$ cat config.mk
export PLATFORM = sky130hd
export DESIGN_NAME = trig_pwm_timer
export DESIGN_NICKNAME = d
export VERILOG_FILES = /design/src/rtl/tpt_pkg.sv /design/src/rtl/tpt_regs.sv /design/src/rtl/tpt_edge_det.sv /design/src/rtl/tpt_counter.sv /design/src/rtl/tpt_out.sv /design/src/rtl/trig_pwm_timer.sv
export SDC_FILE = /design/constraint.sdc
export NUM_CORES = 1
export LEC_CHECK = 0
export ABC_AREA = 1
export CORE_ASPECT_RATIO = 1.1
export CORE_MARGIN = 4
export CORE_UTILIZATION = 50
export DETAILED_ROUTE_END_ITERATION = 10
export DONT_BUFFER_PORTS = 1
export HOLD_SLACK_MARGIN = 0.15
export PLACE_DENSITY_LB_ADDON = 0.08
export SYNTH_ARGS = -nofsm -noshare
export SYNTH_HDL_FRONTEND = slang
export SYNTH_HIERARCHICAL = 1
export SYNTH_SLANG_ARGS = --single-unit
$ cat constraint.sdc
create_clock -name clk -period 6.1 [get_ports clk]
set_input_delay 1.22 -clock clk [delete_from_list [all_inputs] [get_ports clk]]
set_output_delay 1.22 -clock clk [all_outputs]
set_load 0.02 [all_outputs]
$ cat src/rtl/tpt_pkg.sv
// Shared constants and types for the triggered PWM pulse timer.
// Assumes a two-bit register address and a control word of at least five bits.
package tpt_pkg;

    typedef enum logic [1:0] {
        EDGE_NONE = 2'b00,
        EDGE_RISE = 2'b01,
        EDGE_FALL = 2'b10,
        EDGE_BOTH = 2'b11
    } edge_sel_e;

    localparam int          REG_AW         = 2;
    localparam logic [1:0]  ADDR_CTRL      = 2'd0;
    localparam logic [1:0]  ADDR_PERIOD    = 2'd1;
    localparam logic [1:0]  ADDR_DUTY      = 2'd2;

    localparam int CTRL_EN_BIT     = 0;
    localparam int CTRL_EDGE_LSB   = 1;
    localparam int CTRL_SRC_BIT    = 3;
    localparam int CTRL_STROBE_BIT = 4;

endpackage

$ cat src/rtl/tpt_regs.sv
// Register file: control bits plus period and duty buffer registers.
// Exposes both the stored control values and their next-cycle values, so that
// a control write acts on the same edge it is captured.
module tpt_regs
    import tpt_pkg::*;
#(
    parameter int CNT_W = 16
) (
    input  logic              clk,
    input  logic              rst_n,
    input  logic              wr_en,
    input  logic [REG_AW-1:0] wr_addr,
    input  logic [CNT_W-1:0]  wr_data,
    output logic              en_q,
    output logic              en_d,
    output logic              src_sw_q,
    output logic              src_sw_d,
    output edge_sel_e         edge_sel_q,
    output logic              sw_strobe,
    output logic [CNT_W-1:0]  period_buf,
    output logic [CNT_W-1:0]  duty_buf
);

    logic ctrl_wr;

    // Decode a control write and its next-state values.
    always_comb begin
        ctrl_wr   = wr_en && (wr_addr == ADDR_CTRL);
        en_d      = ctrl_wr ? wr_data[CTRL_EN_BIT]  : en_q;
        src_sw_d  = ctrl_wr ? wr_data[CTRL_SRC_BIT] : src_sw_q;
        sw_strobe = ctrl_wr && wr_data[CTRL_STROBE_BIT];
    end

    // Hold the control fields.
    always_ff @(posedge clk) begin
        if (!rst_n) begin
            en_q       <= 1'b0;
            src_sw_q   <= 1'b0;
            edge_sel_q <= EDGE_NONE;
        end else begin
            en_q     <= en_d;
            src_sw_q <= src_sw_d;
            if (ctrl_wr)
                edge_sel_q <= edge_sel_e'(wr_data[CTRL_EDGE_LSB +: 2]);
        end
    end

    // Hold the compare buffers written by software.
    always_ff @(posedge clk) begin
        if (!rst_n) begin
            period_buf <= '0;
            duty_buf   <= '0;
        end else if (wr_en) begin
            if (wr_addr == ADDR_PERIOD) period_buf <= wr_data;
            if (wr_addr == ADDR_DUTY)   duty_buf   <= wr_data;
        end
    end

    // a strobe can only come from a control write
    a_r2_strobe_from_write: assert property (@(posedge clk) disable iff (!rst_n)
        sw_strobe |-> (wr_en && wr_addr == ADDR_CTRL));

endmodule

$ cat src/rtl/tpt_edge_det.sv
// Synchronizes the asynchronous trigger pin and flags the selected transitions.
// Assumes SYNC_STAGES >= 2. Reports one pulse per accepted edge.
module tpt_edge_det
    import tpt_pkg::*;
#(
    parameter int SYNC_STAGES = 2
) (
    input  logic      clk,
    input  logic      rst_n,
    input  logic      pin_i,
    input  edge_sel_e sel,
    output logic      edge_pulse
);

    localparam int LAST = SYNC_STAGES - 1;

    logic [LAST:0] sync_q;
    logic          prev_q;
    logic          rose, fell;

    // Shift the pin through the synchronizer chain and keep the last value.
    always_ff @(posedge clk) begin
        if (!rst_n) begin
            sync_q <= '0;
            prev_q <= 1'b0;
        end else begin
            sync_q <= {sync_q[LAST-1:0], pin_i};
            prev_q <= sync_q[LAST];
        end
    end

    // Pick the transition kinds allowed by the select field.
    always_comb begin
        rose = sync_q[LAST] && !prev_q;
        fell = !sync_q[LAST] && prev_q;
        unique case (sel)
            EDGE_RISE: edge_pulse = rose;
            EDGE_FALL: edge_pulse = fell;
            EDGE_BOTH: edge_pulse = rose || fell;
            default:   edge_pulse = 1'b0;
        endcase
    end

    // no edge is reported when edge detection is off
    a_r8_none_silent: assert property (@(posedge clk) disable iff (!rst_n)
        (sel == EDGE_NONE) |-> !edge_pulse);

endmodule

$ cat src/rtl/tpt_counter.sv
// Gated up-counter with active compare registers loaded from the buffers.
// Idles at zero until a trigger, clears on a period match, and restarts on a
// trigger accepted while running. Counts once per clock.
module tpt_counter #(
    parameter int CNT_W = 16
) (
    input  logic             clk,
    input  logic             rst_n,
    input  logic             en_d,
    input  logic             trig,
    input  logic [CNT_W-1:0] period_buf,
    input  logic [CNT_W-1:0] duty_buf,
    output logic             running,
    output logic             match_per,
    output logic             match_duty
);

    logic [CNT_W-1:0] cnt_q;
    logic [CNT_W-1:0] per_act_q;
    logic [CNT_W-1:0] duty_act_q;
    logic             live;

    // Compare the count against the active values; a trigger overrides.
    always_comb begin
        live       = running && en_d && !trig;
        match_per  = live && (cnt_q == per_act_q);
        match_duty = live && (cnt_q == duty_act_q);
    end

    // Run, clear and reload the counter and the active compare values.
    always_ff @(posedge clk) begin
        if (!rst_n) begin
            running    <= 1'b0;
            cnt_q      <= '0;
            per_act_q  <= '0;
            duty_act_q <= '0;
        end else if (!en_d) begin
            running <= 1'b0;
            cnt_q   <= '0;
        end else if (trig) begin
            running    <= 1'b1;
            cnt_q      <= '0;
            per_act_q  <= period_buf;
            duty_act_q <= duty_buf;
        end else if (running) begin
            if (match_per) begin
                cnt_q      <= '0;
                per_act_q  <= period_buf;
                duty_act_q <= duty_buf;
            end else begin
                cnt_q <= cnt_q + 1'b1;
            end
        end
    end

    // the count never passes the active period value
    a_r3_cnt_bound: assert property (@(posedge clk) disable iff (!rst_n)
        running |-> (cnt_q <= per_act_q));
    // an idle counter sits at zero
    a_r10_idle_zero: assert property (@(posedge clk) disable iff (!rst_n)
        !running |-> (cnt_q == '0));
    // a trigger restarts from zero
    a_r9_restart: assert property (@(posedge clk) disable iff (!rst_n)
        trig |=> (running && cnt_q == '0));
    // a trigger loads the buffered period
    a_r4_load_on_trig: assert property (@(posedge clk) disable iff (!rst_n)
        trig |=> (per_act_q == $past(period_buf)));

endmodule

$ cat src/rtl/tpt_out.sv
// Output stage: set/reset PWM flip-flop, period toggle and interrupt pulses.
// A period match resets and a duty match sets; reset wins on a tie. Everything
// clears when the block is disabled or a trigger restarts the count.
module tpt_out (
    input  logic clk,
    input  logic rst_n,
    input  logic en_d,
    input  logic en_q,
    input  logic trig,
    input  logic running,
    input  logic src_sw_d,
    input  logic src_sw_q,
    input  logic match_per,
    input  logic match_duty,
    output logic pwm_q,
    output logic sq_q,
    output logic irq0_q,
    output logic irq1_q
);

    // Update the RS flip-flop, the toggle output and the interrupt pulses.
    always_ff @(posedge clk) begin
        if (!rst_n) begin
            pwm_q  <= 1'b0;
            sq_q   <= 1'b0;
            irq0_q <= 1'b0;
            irq1_q <= 1'b0;
        end else if (!en_d || trig) begin
            pwm_q  <= 1'b0;
            sq_q   <= 1'b0;
            irq0_q <= 1'b0;
            irq1_q <= 1'b0;
        end else begin
            irq0_q <= match_per;
            irq1_q <= match_duty;
            if (match_per)
                pwm_q <= 1'b0;
            else if (match_duty)
                pwm_q <= 1'b1;
            if (!src_sw_d)
                sq_q <= 1'b0;
            else if (match_per)
                sq_q <= !sq_q;
        end
    end

    // the PWM output only rises together with a duty-match pulse
    a_r5_rise_with_duty: assert property (@(posedge clk) disable iff (!rst_n)
        $rose(pwm_q) |-> irq1_q);
    // the square wave stays low with the external source
    a_r7_sq_low_ext: assert property (@(posedge clk) disable iff (!rst_n)
        !src_sw_q |-> !sq_q);
    // a disabled block drives nothing
    a_r10_off_quiet: assert property (@(posedge clk) disable iff (!rst_n)
        !en_q |-> (!pwm_q && !sq_q && !irq0_q && !irq1_q));
    // an interrupt pulse needs a running counter one cycle earlier
    a_r6_irq_needs_run: assert property (@(posedge clk) disable iff (!rst_n)
        (irq0_q || irq1_q) |-> $past(running));

endmodule

$ cat src/rtl/trig_pwm_timer.sv
// Top level of the triggered PWM pulse timer. Joins the register file, the
// trigger edge detector, the gated counter and the output stage. The system
// clock is the count clock. External edges count only with the external source.
module trig_pwm_timer
    import tpt_pkg::*;
#(
    parameter int CNT_W       = 16,
    parameter int SYNC_STAGES = 2
) (
    input  logic              clk,
    input  logic              rst_n,
    input  logic              wr_en,
    input  logic [REG_AW-1:0] wr_addr,
    input  logic [CNT_W-1:0]  wr_data,
    input  logic              ext_trig_i,
    output logic              pwm_o,
    output logic              sq_o,
    output logic              irq_cc0_o,
    output logic              irq_cc1_o
);

    logic             en_q, en_d, src_sw_q, src_sw_d, sw_strobe;
    edge_sel_e        edge_sel_q;
    logic [CNT_W-1:0] period_buf, duty_buf;
    logic             ext_edge, trig, running, match_per, match_duty;

    tpt_regs #(.CNT_W(CNT_W)) regs_i (
        .clk(clk), .rst_n(rst_n), .wr_en(wr_en), .wr_addr(wr_addr),
        .wr_data(wr_data), .en_q(en_q), .en_d(en_d), .src_sw_q(src_sw_q),
        .src_sw_d(src_sw_d), .edge_sel_q(edge_sel_q), .sw_strobe(sw_strobe),
        .period_buf(period_buf), .duty_buf(duty_buf)
    );

    tpt_edge_det #(.SYNC_STAGES(SYNC_STAGES)) edge_i (
        .clk(clk), .rst_n(rst_n), .pin_i(ext_trig_i), .sel(edge_sel_q),
        .edge_pulse(ext_edge)
    );

    // Accept a trigger from the strobe, or from the pin with external source.
    always_comb begin
        trig = en_d && (sw_strobe || (ext_edge && !src_sw_d));
    end

    tpt_counter #(.CNT_W(CNT_W)) cnt_i (
        .clk(clk), .rst_n(rst_n), .en_d(en_d), .trig(trig),
        .period_buf(period_buf), .duty_buf(duty_buf), .running(running),
        .match_per(match_per), .match_duty(match_duty)
    );

    tpt_out out_i (
        .clk(clk), .rst_n(rst_n), .en_d(en_d), .en_q(en_q), .trig(trig),
        .running(running), .src_sw_d(src_sw_d), .src_sw_q(src_sw_q),
        .match_per(match_per), .match_duty(match_duty), .pwm_q(pwm_o),
        .sq_q(sq_o), .irq0_q(irq_cc0_o), .irq1_q(irq_cc1_o)
    );

    // nothing runs while disabled
    a_r1_idle_until_en: assert property (@(posedge clk) disable iff (!rst_n)
        !en_q |-> !running);

endmodule

**Word-level counts from Yosys, hierarchy flattened**

Cells that the tools add are included.

- Register bits after elaboration: 92
- Input bits: 22
- Output and inout port bits: 4
- Logic and storage cells: 66

- Add/sub/neg operators: 1
- Equality and inequality tests: 7
- Muxes and demuxes: 10
- Bitwise operators: 3
- Reductions and logical operators: 30

Operators with widths:

| cell | count |
|---|---|
| $mux 16 | 7 |
| $eq 16x16->1 | 2 |
| $add 16x1->16 const B | 1 |
| $logic_and 1x1->1 | 10 |
| $reduce_or 3->1 | 3 |
| $eq 2x2->1 const B | 3 |
| $logic_not 1->1 | 6 |
| $reduce_and 2->1 | 3 |
| $eq 2x1->1 const B | 2 |
| $reduce_bool 2->1 | 2 |
| $logic_or 1x1->1 | 3 |
| $not 1->1 | 3 |
| $pmux 1 s3 | 1 |
| $reduce_and 3->1 | 1 |
| $logic_not 2->1 | 1 |
| $mux 1 | 2 |
| $reduce_or 2->1 | 1 |

**Depth between registers and ports, before layout**

Gate-level depths: netlist of run 1.

- Word-level depth: 13
- Gate-level depth with buffers: 17
- Gate-level depth less buffers: 16

**Hierarchy**

Netlist of run 1, hierarchy kept.

Modules (own cells, without submodules):

| module | times used | cells an instance | area an instance (um^2) | seq. area each (um^2) |
|---|---|---|---|---|
| tpt_counter | 1 | 416 | 2763.9 | 980.9 |
| tpt_regs | 1 | 238 | 1594.0 | 720.7 |
| tpt_out | 1 | 21 | 148.9 | 80.1 |
| tpt_edge_det | 1 | 20 | 146.4 | 60.1 |
| trig_pwm_timer | 1 | 5 | 23.8 | 0.0 |

**Worst setup path after synthesis of run 1**

No wires, ideal clock.

- Path kind: input port to flip-flop
- From: input port wr_en
- To: register cnt_i.duty_act_q[0]
- Setup time: 115 ps
- Arrival time: 2674 ps
- Required time: 5985 ps
- Setup slack: 3311 ps
- Stages: 17
- Buffers on the path: 2
- Cells stage by stage: buf_4 > nand2_1 > nand2_1 > nand2_1 > inv_1 > inv_1 > nand2_1 > a21oi_2 > nor2_2 > nand3_1 > nor2_2 > nand3_4 > nand2_8 > buf_6 > nand3_1 > nand2_1 > nor2_1

- Word-level cells in the longest chain between the ends: 11
- Elaborated cells between the ends (all ways): 16
- Those cells by class: 3 x mux; 13 x reduce/logical

RTL lines:

| item | RTL line | source |
|---|---|---|
| start, declared | trig_pwm_timer.sv:12 | `input logic wr_en,` |
| $logic_and 1x1->1 (*) | tpt_regs.sv:28 | `ctrl_wr = wr_en && (wr_addr == ADDR_CTRL);` |
| $mux 1 (*) | tpt_regs.sv:30 | `src_sw_d = ctrl_wr ? wr_data[CTRL_SRC_BIT] : src_sw_q;` |
| net src_sw_d | trig_pwm_timer.sv:22 | `logic en_q, en_d, src_sw_q, src_sw_d, sw_strobe;` |
| $logic_not 1->1 (*) | n/a |  |
| $logic_and 1x1->1 (*) | trig_pwm_timer.sv:41 | `trig = en_d && (sw_strobe \|\| (ext_edge && !src_sw_d));` |
| $logic_or 1x1->1 (*) | trig_pwm_timer.sv:41 |  |
| $logic_and 1x1->1 (*) | trig_pwm_timer.sv:41 |  |
| net trig | trig_pwm_timer.sv:25 | `logic ext_edge, trig, running, match_per, match_duty;` |
| $logic_not 1->1 | tpt_counter.sv:25 | `live = running && en_d && !trig;` |
| $logic_and 1x1->1 | tpt_counter.sv:25 |  |
| $logic_and 1x1->1 | tpt_counter.sv:26 | `match_per = live && (cnt_q == per_act_q);` |
| $reduce_bool 2->1 (no line) | n/a |  |
| $reduce_and 3->1 (no line) | n/a |  |
| end signal, assigned | tpt_counter.sv:44 | `duty_act_q <= duty_buf;` |
| end signal, assigned | tpt_counter.sv:49 | `duty_act_q <= duty_buf;` |
| end, declared | tpt_counter.sv:20 | `logic [CNT_W-1:0] duty_act_q;` |

The timed path passes the listed nets; every way through them passes the cells marked *.
A chain may end at the register's enable or synchronous reset.

**Final worst setup path of run 1**

- From: input port wr_addr[0]
- To: register cnt_i.duty_act_q[7]

- Elaborated cells between the ends (all ways): 17
- Those cells by class: 3 x mux; 14 x reduce/logical

RTL lines:

| item | RTL line | source |
|---|---|---|
| start, declared | trig_pwm_timer.sv:13 | `input logic [REG_AW-1:0] wr_addr,` |
| $logic_not 2->1 (*) | tpt_regs.sv:28 |  |
| $logic_and 1x1->1 (*) | tpt_regs.sv:28 |  |
| $mux 1 (*) | tpt_regs.sv:29 | `en_d = ctrl_wr ? wr_data[CTRL_EN_BIT] : en_q;` |
| net en_d | trig_pwm_timer.sv:22 |  |
| $logic_and 1x1->1 | trig_pwm_timer.sv:41 |  |
| $logic_not 1->1 | tpt_counter.sv:25 |  |
| $logic_and 1x1->1 | tpt_counter.sv:25 |  |
| $logic_and 1x1->1 | tpt_counter.sv:26 |  |
| $reduce_bool 2->1 (no line) | n/a |  |
| $reduce_and 3->1 (no line) | n/a |  |

Marked as above.

==> results.txt, run 1 <==
count of maximum capacitance violations - 0
Post CTS Setup Buffer Count - 0
hold violation count in the final report - 0
layout net count - 706
total of flip-flops plus latches after synthesis - 92
die width - 100 microns
Final HPWL DP - 6.59 mm
Avg Cell Area, Syn - 6.68 sq um
Filler Cells Inserted - 941
Static Leak - 2.16 nW
number of top-level pins - 26
vertical die dimension - 109 microns
yosys warns - 6
number of sinks handled by clock tree synthesis - 92
number of buffers inserted during clock tree synthesis - 9
count of flip-flops with a built-in enable after synthesis - 0
predominant post-synthesis flop cell - sky130_fd_sc_hd__dfxtp_1
RSZ-0062 raised after global routing - no
post-detailed-routing wire length - 9.52 mm
family with the most delay on the worst path - simple AND/OR/NAND/NOR gates
Worst IR Drop VDD - 160 uV
critical path's most frequent cell - sky130_fd_sc_hd__nand2_1
CTS tree - yes
distinct cell type count of the synthesized netlist - 38
total iterations of the first detailed-routing run - 5
ordered cell list for the critical path - nor2_4, nand2_1, nand2_1, nand2_1, inv_2, buf_4, nand2_1, nor2_2, nand3_1, nor2_2, nand3_4, nand2_8, nand3_1, nand2_1, nor2_1
post-synth net total - 725
later-pin clock latency in the skew report - 360 ps
Arrival @ worst endpoint - 3470 ps
number of global-route vias before repair - 3531
die outline area - 0.0110 sq mm
largest driver fanout on the critical path - 69
area of the multi-input gates - 0.00217 sq mm
via-per-instance ratio - 4.73
Total GRT Usage - 0.189
clock tree root driver cell - sky130_fd_sc_hd__clkbuf_8
Routed WL per cell - 11.9 microns
number of levels in the clock H-tree - 3
Buffers on Ports - 0
number of buffers on the longest clock path - 2
P&R area growth vs syn - 3.50%
GRT overflow - 0
via count - 3787
number of max-slew violations in the final report - 0
Post-CTS Hold Buffers - 0
Post-DRT Antenna Nets - 0
Antenna Cells - 0
part of the Yosys area used for sequential elements - 0.394
sequential cell area - 0.00184 sq mm
cell area after technology mapping - 0.00468 sq mm
Finished Core Util - 0.537
maximum number of pins on one net before global-route repair - 74
Data required, critical path - 6360 ps
initial core utilization - 0.519
Tightest Hold Check Type - reg2reg
post-layout total power - 1.17 mW
post-detailed-route DRC marker count - 0
cts repair resizes - 0
measured slew at the worst slew-check pin - 641 ps
clock period minus final worst setup slack - 3220 ps
Setup crit end kind - register
# setup viols final - 0
Slew headroom - 0.573
Setup TNS Final - 0 ps
clock-pin slew on the worst setup and hold paths - 80 ps
Buf+Inv Stages, Crit Path - 2
Power Dens Cells - 241 mW/mm^2
final estimated routing congestion in global placement - 0.851
fraction of layout cells with a size suffix above 1 - 0.0729
Clock Skews - 8.07 ps
number of standard cells after synthesis - 700
drt first-iter violations - 208
fmax - 311 MHz
crit share post-route - 0.527
wire length of the first global-routing pass - 16.7 mm
startpoint kind of the worst setup timing path - input pin
number of antenna violations at the first check in global routing - 0
standard cell core area - 0.00901 sq mm
Row Count - 36
peak per-stage delay on the critical path - 510 ps
Setup Crit Path Kind - in2reg
async set or reset register ratio after synthesis - 0
status - complete, no violations
critical path's slowest cell - sky130_fd_sc_hd__buf_4
-- synthesized netlist by cell type, types with 3 or more instances --
library cell	count	area [sq um]
sky130_fd_sc_hd__nand3_1	48	240
sky130_fd_sc_hd__o22ai_1	4	25.0
sky130_fd_sc_hd__inv_1	110	413
sky130_fd_sc_hd__dfxtp_1	92	1840
sky130_fd_sc_hd__nand2_2	4	25.0
sky130_fd_sc_hd__nor2_1	127	477
sky130_fd_sc_hd__buf_4	3	22.5
sky130_fd_sc_hd__nand3_4	3	52.6
sky130_fd_sc_hd__nor3b_1	3	22.5
sky130_fd_sc_hd__buf_6	11	124
sky130_fd_sc_hd__nand3b_1	3	22.5
sky130_fd_sc_hd__xnor2_1	8	70.1
sky130_fd_sc_hd__buf_1	3	11.3
sky130_fd_sc_hd__xor2_1	10	87.6
sky130_fd_sc_hd__buf_2	10	50.1
sky130_fd_sc_hd__nor3_1	5	25.0
sky130_fd_sc_hd__clkbuf_1	4	15.0
sky130_fd_sc_hd__nand4_1	5	31.3
sky130_fd_sc_hd__nand2_1	168	631
sky130_fd_sc_hd__or2_2	3	18.8
sky130_fd_sc_hd__a21oi_1	38	190
sky130_fd_sc_hd__ha_1	3	37.5
sky130_fd_sc_hd__nor2_2	8	50.1
sky130_fd_sc_hd__inv_2	9	33.8
-- per-stage QoR --
stage	setup slack (ps)	hold WS (ps)	instances	instance area [sq um]
after global routing	2610	455	800	4840
after detailed placement	2540	408	784	4600
after floorplan	3310	386	700	4680
after CTS	2910	427	800	4840
after global placement	2590	398	784	4600
final	2880	428	800	4840
-- cells in the final DEF, fill, tap and decap left out, types with 4 or more instances in the layout --
master	instances
sky130_fd_sc_hd__a21oi_1	38
sky130_fd_sc_hd__clkbuf_8	12
sky130_fd_sc_hd__nand2_2	4
sky130_fd_sc_hd__nand3_1	48
sky130_fd_sc_hd__nand2_1	168
sky130_fd_sc_hd__nor2_2	8
sky130_fd_sc_hd__xor2_1	10
sky130_fd_sc_hd__inv_2	10
sky130_fd_sc_hd__nand4_1	5
sky130_fd_sc_hd__xnor2_1	8
sky130_fd_sc_hd__nor3_1	5
sky130_fd_sc_hd__o22ai_1	4
sky130_fd_sc_hd__dfxtp_1	92
sky130_fd_sc_hd__inv_1	109
sky130_fd_sc_hd__nor2_1	127
-- state kept, by name, summed over array words and instances (netlist names), 2 cells and up --
register,flops
cnt_i/cnt_q,16
cnt_i/duty_act_q,16
cnt_i/per_act_q,16
regs_i/duty_buf,16
regs_i/period_buf,16
edge_i/sync_q,2
regs_i/edge_sel_q,2
-- area by class of cell --
class / count / area share
flip-flops and latches: 92 / 0.380
inverters: 119 / 0.0923
repair buffers: 1 / 0.00155
well taps: 114 / 0.0295
clock inverters: 3 / 0.0140
multi-input cells: 458 / 0.447
clock buffers: 13 / 0.0349
-- metal layers --
metal | global-route usage | wire length (microns) | part of all wire | up-vias
met2 | 0.283 | 4150 | 0.44 | 45
li1 | - | - | - | 2068
met1 | 0.265 | 4920 | 0.52 | 1665
met3 | 0.0438 | 327 | 0.034 | 9
met5 | 0 | 0 | 0 | -
met4 | 0.0674 | 121 | 0.013 | 0
-- where the power goes --
part           internal [mW]  total (mW)  switching, mW
Sequential             0.614       0.622        0.00735
Clock                  0.265       0.477          0.212
Combinational         0.0225      0.0683         0.0458
Total                  0.902        1.17          0.265
-- path summary, 6_finish.rpt --
check	startpoint	endpoint	slack (ps)	depth (start not counted)
setup reg to reg	regs_i/en_q	cnt_i/duty_act_q[7]	3660	14
hold reg to reg	edge_i/sync_q[0]	edge_i/sync_q[1]	430	2
hold / removal	edge_i/sync_q[0]	edge_i/sync_q[1]	430	2
setup / recovery	wr_addr[0]	cnt_i/duty_act_q[7]	2880	15
-- worst reg2reg max path, stage by stage, from the launching register on --
cell                      delay, ps
sky130_fd_sc_hd__dfxtp_1        310
sky130_fd_sc_hd__inv_1           40
sky130_fd_sc_hd__nand2_1         50
sky130_fd_sc_hd__nand2_1         70
sky130_fd_sc_hd__inv_2           50
sky130_fd_sc_hd__buf_4          510
sky130_fd_sc_hd__nand2_1        160
sky130_fd_sc_hd__nor2_2         150
sky130_fd_sc_hd__nand3_1        100
sky130_fd_sc_hd__nor2_2         160
sky130_fd_sc_hd__nand3_4        130
sky130_fd_sc_hd__nand2_8        300
sky130_fd_sc_hd__nand3_1        180
sky130_fd_sc_hd__nand2_1        100
sky130_fd_sc_hd__nor2_1          40
-- cell families after synthesis --
family | Yosys count | share of synthesized area
xor gates and xnor gates | 18 | 0.0337
DFF | 92 | 0.394
AOI/OAI and AO/OA | 52 | 0.0618
and+or+nand+nor | 385 | 0.360
adders and majority gates | 3 | 0.00803
buffers and inverters | 150 | 0.143
Note: power is estimated with default switching activity, not from simulation.
==> run 2: changes to the inputs <==
==> constraint.sdc (replaced) <==
create_clock -name clk -period 3 [get_ports clk]
set_input_delay 0.6 -clock clk [delete_from_list [all_inputs] [get_ports clk]]
set_output_delay 0.6 -clock clk [all_outputs]
set_load 0.02 [all_outputs]
==> results.txt, run 2 (synthesis gave the netlist of run 1 again) <==
status - complete, no violations
number of levels in the clock H-tree - 3
Arrival @ worst endpoint - 2570 ps
number of cell instances on the worst register-to-register path - 15
later-pin clock latency in the skew report - 370 ps
Clock Skews - 7.66 ps
met1 demand-to-capacity share in global routing - 0.267
Tightest Hold Check Type - in2reg
crit share post-route - 0.764
layout net count - 706
P&R area growth vs syn - 3.05%
placed inst area - 0.00460 sq mm
most used cells in the layout excluding fill and tap cells - sky130_fd_sc_hd__nand2_1, sky130_fd_sc_hd__nor2_1, sky130_fd_sc_hd__inv_1
post-detailed-route DRC marker count - 0
startpoint kind of the worst setup timing path - register
Post-DRT Antenna Nets - 0
number of buffers inserted during clock tree synthesis - 9
clock tree root driver cell - sky130_fd_sc_hd__clkbuf_8
cts repair resizes - 0
Non-Filler Cell Area, Final - 0.00482 sq mm
Total GRT Usage - 0.190
via-per-instance ratio - 4.79
peak per-stage delay on the critical path - 370 ps
die width - 100 microns
leading cell type in the layout, fill and taps excluded - sky130_fd_sc_hd__nand2_1
Data required, critical path - 3270 ps
startpoint of the lowest-slack register-to-register path - edge_i/sync_q[1]
total iterations of the first detailed-routing run - 4
Slew headroom - 0.648
Final HPWL DP - 6.67 mm
RSZ-0062 raised after global routing - no
critical path's slowest cell - sky130_fd_sc_hd__dfxtp_1
Post CTS Setup Buffer Count - 0
number of cells in the finished layout apart from fillers - 799
Post-CTS Hold Buffers - 0
Setup TNS Final - 0 ps
ordered cell list for the critical path - inv_1, ha_1, inv_1, nand3_1, nand3_1, nand2_1, a21oi_2, nor2_2, nand3_1, nor2_2, nand3_4, nand2_8, nand3_1, nand2_1, nor2_1
die outline area - 0.0110 sq mm
wire length of the first global-routing pass - 16.6 mm
standard cell core area - 0.00901 sq mm
family with the most delay on the worst path - simple AND/OR/NAND/NOR gates
worst hold margin - 334 ps
maximum number of pins on one net before global-route repair - 74
critical path's most frequent cell - sky130_fd_sc_hd__nand3_1
hold violation count in the final report - 0
CTS tree - yes
number of global-route vias before repair - 3507
worst hold path depth - 2
Buffers on Ports - 0
Global Route met3 Usage - 0.0419
fmax - 436 MHz
Worst IR Drop VDD - 280 uV
M2 GR Usage - 0.279
number of antenna violations at the first check in global routing - 0
beginning of the worst hold path - ext_trig_i
vertical die dimension - 109 microns
count of maximum capacitance violations - 0
Power Dens Cells - 481 mW/mm^2
fraction of layout cells with a size suffix above 1 - 0.0715
Worst Hold Endpoint - edge_i/sync_q[0]
via count - 3824
Reg2Reg Setup Slack - 710 ps
final estimated routing congestion in global placement - 0.840
initial core utilization - 0.519
Row Count - 36
number of sinks handled by clock tree synthesis - 92
number of max-slew violations in the final report - 0
Setup crit end kind - register
busiest metal layer after global routing - met2
Finished Core Util - 0.535
number of buffers on the longest clock path - 2
Antenna Cells - 0
dpl cells - 784
clock-pin slew on the worst setup and hold paths - 90 ps
largest driver fanout on the critical path - 64
Buf+Inv Stages, Crit Path - 2
GRT overflow - 0
clock period minus final worst setup slack - 2290 ps
post-detailed-routing wire length - 9.56 mm
Setup Crit Path Kind - reg2reg
measured slew at the worst slew-check pin - 528 ps
number of top-level pins - 26
# setup viols final - 0
Static Leak - 2.16 nW
end of the worst register-to-register path - cnt_i/per_act_q[5]
drt first-iter violations - 165
Routed WL per cell - 12.0 microns
[run 2: where the power goes]
part	switching (mW)	leakage, nW	internal [mW]
clock	0.428	0.109	0.488
sequential	0.0151	0.746	1.25
combinational	0.0941	1.30	0.0456
total	0.537	2.16	1.78
[run 2: per-layer routing]
metal	wire length, microns	up-vias	share of wire
met5	0	-	0
met1	4900	1670	0.51
met3	393	11	0.041
li1	-	2068	-
met4	154	0	0.016
met2	4110	75	0.43
[run 2: final cells by class]
cell class                      instances  area (sq um)
Multi-Input combinational cell        458          2170
Clock inverter                          4          73.8
Inverter                              119           447
Timing Repair Buffer                    1          7.51
Fill cell                             939          4190
Tap cell                              114           143
Sequential cell                        92          1840
Clock buffer                           11           141
[run 2: how the worst max path moves through the flow]
stage | startpoint | slack [ps] | end | depth (start not counted)
after global placement | wr_addr[0] | 480 | cnt_i/cnt_q[5] | 13
after detailed placement | wr_addr[0] | 430 | cnt_i/cnt_q[5] | 13
final | edge_i/sync_q[1] | 710 | cnt_i/per_act_q[5] | 15
after global routing | edge_i/sync_q[1] | 460 | cnt_i/duty_act_q[11] | 15
after floorplan | wr_en | 830 | cnt_i/duty_act_q[0] | 17
after CTS | edge_i/sync_q[1] | 700 | cnt_i/cnt_q[5] | 13
[run 2: per-stage QoR]
stage	total power, mW	setup WS (ps)
finish	2.32	707
detailed placement	1.43	432
CTS	2.35	701
global placement	1.43	478
global route	2.42	457
floorplan	1.43	831
